===== src/rtl/atx_pkg.sv =====
package atx_pkg;
  localparam int DATA_MAX = 8;
  localparam int FRAME_MAX = 1 + DATA_MAX + 1 + 2;

  typedef struct packed {
    logic par_even;
    logic par_en;
    logic two_stop;
    logic [1:0] len_sel;
  } fmt_t;

  function automatic logic [3:0] data_bits(input logic [1:0] sel);
    return 4'd5 + {2'b00, sel};
  endfunction

  function automatic logic parity_of(input logic [DATA_MAX-1:0] d,
                                     input logic [3:0] n,
                                     input logic even);
    logic acc;
    acc = 1'b0;
    for (int i = 0; i < DATA_MAX; i++)
      if (i < int'(n)) acc = acc ^ d[i];
    return even ? acc : ~acc;
  endfunction
endpackage


===== src/rtl/atx_frame_pack.sv =====
module atx_frame_pack
  import atx_pkg::*;
#(
  parameter int FRAME_W = FRAME_MAX,
  parameter int LEN_W = 4
) (
  input  logic [DATA_MAX-1:0] data,
  input  fmt_t                fmt,
  output logic [FRAME_W-1:0]  frame,
  output logic [LEN_W-1:0]    frame_len
);
  logic [3:0] nd;
  logic       par;
  logic [FRAME_W-1:0] data_ext;

  assign nd = data_bits(fmt.len_sel);
  assign par = parity_of(data, nd, fmt.par_even);
  assign data_ext = FRAME_W'(data);

  always_comb begin
    for (int b = 0; b < FRAME_W; b++) begin
      int idx;
      idx = (b == 0) ? 0 : b - 1;
      if (b == 0) frame[b] = 1'b0;
      else if (b <= int'(nd)) frame[b] = data_ext[idx];
      else if (fmt.par_en && b == int'(nd) + 1) frame[b] = par;
      else frame[b] = 1'b1;
    end
    frame_len = LEN_W'(1 + int'(nd) + (fmt.par_en ? 1 : 0) + (fmt.two_stop ? 2 : 1));
  end
endmodule


===== src/rtl/atx_tick_div.sv =====
module atx_tick_div #(
  parameter int OVS = 16,
  localparam int CW = (OVS > 1) ? $clog2(OVS) : 1
) (
  input  logic clk,
  input  logic rst_n,
  input  logic clear,
  input  logic run,
  input  logic tick,
  output logic bit_end
);
  logic [CW-1:0] cnt;
  logic last;

  assign last = (cnt == CW'(OVS - 1));
  assign bit_end = run && tick && last && !clear;

  always_ff @(posedge clk or negedge rst_n) begin
    if (!rst_n) cnt <= '0;
    else if (clear) cnt <= '0;
    else if (run && tick) cnt <= last ? '0 : cnt + 1'b1;
  end
endmodule


===== src/rtl/atx_shifter.sv =====
module atx_shifter #(
  parameter int FRAME_W = 12,
  parameter int LEN_W = 4
) (
  input  logic               clk,
  input  logic               rst_n,
  input  logic               load,
  input  logic [FRAME_W-1:0] frame,
  input  logic [LEN_W-1:0]   frame_len,
  input  logic               bit_end,
  output logic               line,
  output logic               busy
);
  logic [FRAME_W-1:0] shreg;
  logic [LEN_W-1:0]   left;

  assign line = busy ? shreg[0] : 1'b1;

  always_ff @(posedge clk or negedge rst_n) begin
    if (!rst_n) begin
      shreg <= '1;
      left  <= '0;
      busy  <= 1'b0;
    end else if (load) begin
      shreg <= frame;
      left  <= frame_len;
      busy  <= 1'b1;
    end else if (busy && bit_end) begin
      shreg <= {1'b1, shreg[FRAME_W-1:1]};
      left  <= left - 1'b1;
      if (left == LEN_W'(1)) busy <= 1'b0;
    end
  end
endmodule


===== src/rtl/async_frame_tx.sv =====
module async_frame_tx
  import atx_pkg::*;
#(
  parameter int OVS = 16,
  localparam int FRAME_W = FRAME_MAX,
  localparam int LEN_W = $clog2(FRAME_W + 1)
) (
  input  logic                clk,
  input  logic                rst_n,
  input  logic                tick16,
  input  logic [4:0]          line_fmt,
  input  logic                loop_en,
  input  logic                tx_valid,
  input  logic [DATA_MAX-1:0] tx_data,
  output logic                tx_ready,
  output logic                busy,
  output logic                txd,
  input  logic                rxd_pad,
  output logic                rx_core
);
  logic               accept;
  logic               bit_end;
  logic               line;
  logic [FRAME_W-1:0] frame;
  logic [LEN_W-1:0]   frame_len;
  fmt_t               fmt;

  assign fmt      = fmt_t'(line_fmt);
  assign tx_ready = !busy;
  assign accept   = tx_valid && tx_ready;

  atx_frame_pack #(.FRAME_W(FRAME_W), .LEN_W(LEN_W)) u_pack (
    .data(tx_data), .fmt(fmt), .frame(frame), .frame_len(frame_len)
  );

  atx_tick_div #(.OVS(OVS)) u_div (
    .clk(clk), .rst_n(rst_n), .clear(accept), .run(busy),
    .tick(tick16), .bit_end(bit_end)
  );

  atx_shifter #(.FRAME_W(FRAME_W), .LEN_W(LEN_W)) u_shift (
    .clk(clk), .rst_n(rst_n), .load(accept), .frame(frame),
    .frame_len(frame_len), .bit_end(bit_end), .line(line), .busy(busy)
  );

  assign txd     = loop_en ? 1'b1 : line;
  assign rx_core = loop_en ? line : rxd_pad;
endmodule


===== config.mk =====
export PLATFORM = sky130hd
export DESIGN_NAME = async_frame_tx
export DESIGN_NICKNAME = d
export VERILOG_FILES = /design/src/rtl/atx_pkg.sv /design/src/rtl/atx_frame_pack.sv /design/src/rtl/atx_tick_div.sv /design/src/rtl/atx_shifter.sv /design/src/rtl/async_frame_tx.sv
export SDC_FILE = /design/constraint.sdc
export NUM_CORES = 1
export LEC_CHECK = 0
export BUFFER_PORTS_ARGS = -buffer_cell sky130_fd_sc_hd__buf_2
export CORE_MARGIN = 2
export CORE_UTILIZATION = 55
export CTS_CLUSTER_DIAMETER = 50
export CTS_CLUSTER_SIZE = 28
export DETAILED_ROUTE_END_ITERATION = 10
export PLACE_DENSITY_LB_ADDON = 0.1
export SYNTH_ARGS = -nofsm -noshare
export SYNTH_HDL_FRONTEND = slang
export SYNTH_HIERARCHICAL = 1
export SYNTH_SLANG_ARGS = --single-unit

===== constraint.sdc =====
create_clock -name clk -period 2.27 [get_ports clk]
set_input_delay 0 -clock clk [delete_from_list [all_inputs] [get_ports clk]]
set_output_delay 0 -clock clk [all_outputs]
set_load 0.005 [all_outputs]

Word-level counts from Yosys, hierarchy flattened
Cells that the tools add are included.
{"block": "totals", "ff_bits": 21, "output_inout_bits": 4, "wordCells": 118}
{"block": "classes", "n_addsub": 6, "magnitude_cmp": 19, "n_eq_ne": 13, "muxes": 46, "bitwise_logic": 8, "n_reduce_logical": 22}
{"operator": "$mux W1", "n": 38}
{"operator": "$mux W12", "n": 2}
{"operator": "$eq A3 B5 Y1 const A", "n": 4}
{"operator": "$eq A4 B5 Y1 const A", "n": 4}
{"operator": "$mux W4", "n": 5}
{"operator": "$le A3 B4 Y1 const A", "n": 4}
{"operator": "$le A4 B4 Y1 const A", "n": 4}
{"operator": "$logic_and A1 B1 Y1", "n": 16}
{"operator": "$lt A3 B4 Y1 const A", "n": 4}
{"operator": "$eq A2 B5 Y1 const A", "n": 2}
{"operator": "$add A4 B4 Y4", "n": 2}
{"operator": "$le A2 B4 Y1 const A", "n": 2}
{"operator": "$lt A1 B4 Y1 const A", "n": 2}
{"operator": "$lt A2 B4 Y1 const A", "n": 2}
{"operator": "$xor A1 B1 Y1", "n": 7}
{"operator": "$reduce_bool A2 Y1", "n": 3}
{"operator": "$add A4 B1 Y5 const B", "n": 1}
{"operator": "$eq A1 B5 Y1 const A", "n": 1}
{"operator": "$add A3 B2 Y4 const A", "n": 1}
{"operator": "$add A4 B1 Y4 const B", "n": 1}
{"operator": "$eq A4 B1 Y1 const B", "n": 1}
{"operator": "$eq A4 B4 Y1 const B", "n": 1}
{"operator": "$le A1 B4 Y1 const A", "n": 1}
{"operator": "$sub A4 B1 Y4 const B", "n": 1}
{"operator": "4 further kinds", "n": 5}

Logic depth before layout (Yosys ltp)
{"block": "logic_depth", "word_depth": 22, "depth_mapped": 9, "ltp_nobuf": 8}

By module
The synthesis kept the hierarchy.
{"mod": "atx_shifter", "instances": 1, "cells_each": 80, "area_each_um2": 862.1, "seq_area_each_um2": 440.4}
{"mod": "atx_frame_pack", "instances": 1, "cells_each": 50, "area_each_um2": 411.6, "seq_area_each_um2": 0.0}
{"mod": "atx_tick_div", "instances": 1, "cells_each": 23, "area_each_um2": 210.2, "seq_area_each_um2": 100.1}
{"mod": "async_frame_tx", "instances": 1, "cells_each": 4, "area_each_um2": 31.3, "seq_area_each_um2": 0.0}

Worst setup path before layout
No wires, ideal clock.
{"block": "synth_path", "path_type": "reg2reg", "start": "register u_shift.busy", "end": "register u_shift.left[3]", "arrival_ns": 1.765, "t_required_ns": 2.146, "setup_slack_ns": 0.381, "path_stages_with_launch": 6, "n_path_buf": 0, "path_cell_list": "dfrtp_1 nor2b_1 nor3_1 nand2_4 a22o_1 a211o_1"}
{"block": "synth_between", "elab_chain_cells": 6, "elab_cells_between_ends": 9, "cone_classes": "mux (1); reduce/logical (8)"}
{"element": "from (decl)", "line": "atx_shifter.sv:12", "rtl": "output logic busy"}
{"element": "from (signal assigned)", "line": "atx_shifter.sv:23", "rtl": "busy <= 1'b0;"}
{"element": "from (signal assigned)", "line": "atx_shifter.sv:27", "rtl": "busy <= 1'b1;"}
{"element": "from (signal assigned)", "line": "atx_shifter.sv:31", "rtl": "if (left == LEN_W'(1)) busy <= 1'b0;"}
{"element": "$logic_not A1 Y1", "line": "async_frame_tx.sv:29", "rtl": "assign tx_ready = !busy;"}
{"element": "$logic_and A1 B1 Y1", "line": "async_frame_tx.sv:30", "rtl": "assign accept = tx_valid && tx_ready;"}
{"element": "via accept", "line": "async_frame_tx.sv:21", "rtl": "logic accept;"}
{"element": "$logic_not A1 Y1", "line": "atx_tick_div.sv:16", "rtl": "assign bit_end = run && tick && last && !clear;"}
{"element": "$logic_and A1 B1 Y1", "line": "atx_tick_div.sv:16"}
{"element": "via bit_end", "line": "async_frame_tx.sv:22", "rtl": "logic bit_end;"}
{"element": "$logic_and A1 B1 Y1", "line": "atx_shifter.sv:28", "rtl": "end else if (busy && bit_end) begin"}
{"element": "$reduce_bool A2 Y1 (no line)"}
{"element": "to (signal assigned)", "line": "atx_shifter.sv:26", "rtl": "left <= frame_len;"}
{"element": "to (signal assigned)", "line": "atx_shifter.sv:30", "rtl": "left <= left - 1'b1;"}
{"element": "to (decl)", "line": "atx_shifter.sv:15", "rtl": "logic [LEN_W-1:0] left;"}
The timed path passes the listed nets, and every way through them passes these cells.
A chain may end at the register's enable or synchronous reset.

Final worst setup path
{"block": "layout_path", "start": "register u_div.cnt[0]", "end": "register u_shift.left[3]"}
{"block": "layout_between", "elab_chain_cells": 5}
{"element": "from (decl)", "line": "atx_tick_div.sv:12", "rtl": "logic [CW-1:0] cnt;"}
{"element": "from (signal assigned)", "line": "atx_tick_div.sv:21", "rtl": "else if (run && tick) cnt <= last ? '0 : cnt + 1'b1;"}
{"element": "$eq A4 B4 Y1", "line": "atx_tick_div.sv:15", "rtl": "assign last = (cnt == CW'(OVS - 1));"}
{"element": "$logic_and A1 B1 Y1 (2 in a row)", "line": "atx_tick_div.sv:16"}
{"element": "via bit_end", "line": "async_frame_tx.sv:22"}
{"element": "$logic_and A1 B1 Y1", "line": "atx_shifter.sv:28"}
{"element": "$reduce_bool A2 Y1 (no line)"}
The timed path passes the listed nets, and every way through them passes these cells.

==> results by group <==
CTS
  • Clock latency on the worst-skew pair: 0.30 ns
  • Number of clock sinks: 21
  • Root buffer cell: clkbuf_4
  • Post CTS Setup Buffer Count: 0
  • Worst-path clk slew: around 0.12 ns
  • Max clock buf depth: 2
  • Total clock buffers created by CTS: 3
  • H-Tree Depth: 1
  • Post_cts resized: 0
  • Cts hold-fix bufs: 7
  • CTS tree: done

Synthesis
  • Largest cells by area after synthesis: dfstp_2, dfrtp_1, mux2i_1
  • Syn Inst Count: between 150 and 200
  • Post-synth top cells: nand2_1, dfstp_2, mux2i_1, o21ai_1
  • Most frequent cell after synthesis: nand2_1
  • Seq cells post-synth: 21
  • Post-synth ARST share: 1.00
  • Syn Area/Cell: 9.65 sq um
  • Synth top area share: 0.208
  • EDFF count, synth: 0
  • Syn Nets: 185
  • Seq/Total Area, Yosys: 0.357
  • Synth Cell Area: 1520 sq um
  • Synth cell types: 45
  • Yosys top cell by area: dfstp_2
  • Main synth FF type: dfstp_2
  • Yosys warnings: 6

Global routing
  • Vias in the first global route: ~1,100
  • Antenna violations before repair: 0
  • Overflow after GRT: 0
  • Largest net degree at the start of global routing: 38
  • First-pass GRT wire length: 4.89 mm
  • Total track usage: 0.196

Detailed routing
  • WL/cell: 13.1 um
  • DRT iter0 DRCs: 21
  • Final WL: around 2.8 mm
  • DRC: 0
  • Router iterations before antenna repair: 5
  • Vias per inst: 5.33
  • Via count: 1,125
  • Final ANT Viol Nets: 0

Timing
  • Final setup violation count: 0
  • Worst Skew: a little over 0.008 ns
  • Fin. Hold Viols: 0
  • Max-slew violation count: 0
  • RSZ-0062 raised after global routing: no
  • Timing-limited maximum frequency: 574 MHz
  • Tmin final: between 1.5 and 2 ns
  • Worst setup margin: 0.529 ns
  • Setup tns final: 0 ns
  • Post-route clock period utilization: 0.767

Worst hold path
  • HP Class: in -> reg
  • Hold Path Sink: u_shift/shreg[6]$_DFFE_PN1P_
  • Min-delay src: line_fmt[3]
  • Worst Hold Path Cells: 4

Finish
  • Area of the multi-input gates: 857 sq um
  • Antenna Cells: 0
  • Register area: 541 sq um
  • Share of cells above drive strength 1: 0.289
  • Post-route design area: ~1700 sq um
  • Fillers: 231
  • P&R area growth vs syn: 12.2%
  • Nets: 209

Setup path
  • Worst path depth: 7
  • Critical path endpoint category: flop
  • Crit Path Category: reg -> reg
  • Crit path max fanout: 15
  • Reg2reg start: u_div/cnt[0]$_DFFE_PN0P_
  • Worst-path cell chain: ha_1, nand2_1, nor3_1, buf_4, nand2_4, a22o_1, a211o_1
  • Worst reg2reg setup slack: approximately 0.53 ns
  • Largest stage delay, worst path: 0.43 ns
  • Worst r2r path cells: 7
  • R2r endpoint: u_shift/left[3]$_DFFE_PN0P_
  • Worst EP required: between 2 and 2.5 ns
  • CP arrival: 1.93 ns
  • CP startpoint kind: flop
  • Top Family by Delay on Critical Path: compound AO/OA/AOI/OAI gates
  • Buf/Inv on CP: 1
  • Crit path max-delay cell type: dfrtp_1

Power and ir drop
  • LEAKAGE: roughly 0.84 nW
  • VDD IR max: 548 uV
  • Overall Power: around 1.3 mW
  • PwrDens: 763 nW/um^2

Placed design
  • DPL Wire Length: roughly 2 mm
  • Routability cong.: 0.811
  • Placed Area: between 1500 and 2000 sq um
  • Port-buffer cells: 22
  • Place WS: 0.505 ns

Die
  • Initial core utilization: 0.564
  • Die X: 56.5 um
  • Rows: 19
  • Die height: ~56 um
  • Ports: 23
  • Total die area: between 3000 and 4000 sq um
  • Core Region: 2690 sq um

Outcome
  • Status: completed

Run
  • Max cap viols: 0
-- kinds of logic after synthesis --
family          after synthesis  share of synthesized area
simple gates                 48                      0.169
buf+inv                      22                     0.0793
fa+ha+maj                     9                     0.0842
compound gates               31                      0.128
other cells                   1                    0.00247
flops                        21                      0.357
xor+xnor                     11                     0.0834
mux                          14                     0.0966
-- registers in the layout, summed over array words and instances, names as in the netlist --
register and flops:
u_shift/busy 1, u_shift/shreg 12, u_div/cnt 4, u_shift/left 4
-- worst min-delay path, stage by stage --
cell	delay [ns]
buf_2	0.16
a31oi_1	0.09
nand2_1	0.06
o21ai_1	0.06
-- cell usage in the layout, fill, tap and decap left out, types with 2 or more instances in the layout --
cell	instances
ha_1	7
clkbuf_4	3
nor2_1	6
buf_2	22
o21ai_0	5
o21ai_1	10
nor2b_1	2
dfrtp_1	9
inv_1	9
a21oi_1	6
a211o_1	2
xor2_1	5
buf_4	3
a311o_1	2
nand2_1	21
a31oi_1	3
dfstp_2	12
nand3_1	5
dlygate4sd3_1	7
mux2i_1	12
xnor2_2	2
fa_1	2
xnor2_1	3
-- report_power, final --
part / leakage (nW) / total [mW] / switching, mW / internal, mW
registers: 0.232 / 0.674 / 0.102 / 0.572
logic: 0.592 / 0.446 / 0.217 / 0.230
clock network: 0.0177 / 0.177 / 0.111 / 0.0656
-- area by class of cell --
cell class,instances,area share
Clock buffer,3,0.0132
Clock inverter,1,0.00294
Inverter,9,0.0199
Multi-Input combinational cell,114,0.504
Sequential cell,21,0.318
Tap cell,31,0.0228
Timing Repair Buffer,32,0.119
-- per-stage QoR --
stage / hold WS [ns] / cells / utilization
finish: 0.0529 / 211 / 0.633
floorplan: -0.296 / 157 / -
detailed placement: -0.0202 / 200 / 0.597
global placement: -0.0163 / 200 / 0.597
CTS: 0.0339 / 211 / 0.633
global route: 0.0582 / 211 / 0.633
-- worst max-delay path by stage --
stage | from | endpoint | slack, ns
2_1_floorplan | u_shift/busy$_DFFE_PN0P_ | u_shift/left[3]$_DFFE_PN0P_ | 0.38
3_3_place_gp | line_fmt[0] | u_shift/shreg[7]$_DFFE_PN1P_ | 0.59
3_5_place_dp | line_fmt[0] | u_shift/shreg[7]$_DFFE_PN1P_ | 0.50
4_1_cts | u_div/cnt[0]$_DFFE_PN0P_ | u_shift/left[3]$_DFFE_PN0P_ | 0.53
5_1_grt | u_div/cnt[0]$_DFFE_PN0P_ | u_shift/left[3]$_DFFE_PN0P_ | 0.41
6_report | u_div/cnt[0]$_DFFE_PN0P_ | u_shift/left[3]$_DFFE_PN0P_ | 0.53
-- per-layer routing --
metal	global-route usage	wire length, um
met5	0	0
met4	0.0850	34
met3	0.0207	97
met2	0.319	1360
met1	0.263	1260
Note: power is estimated with default switching activity, not from simulation.
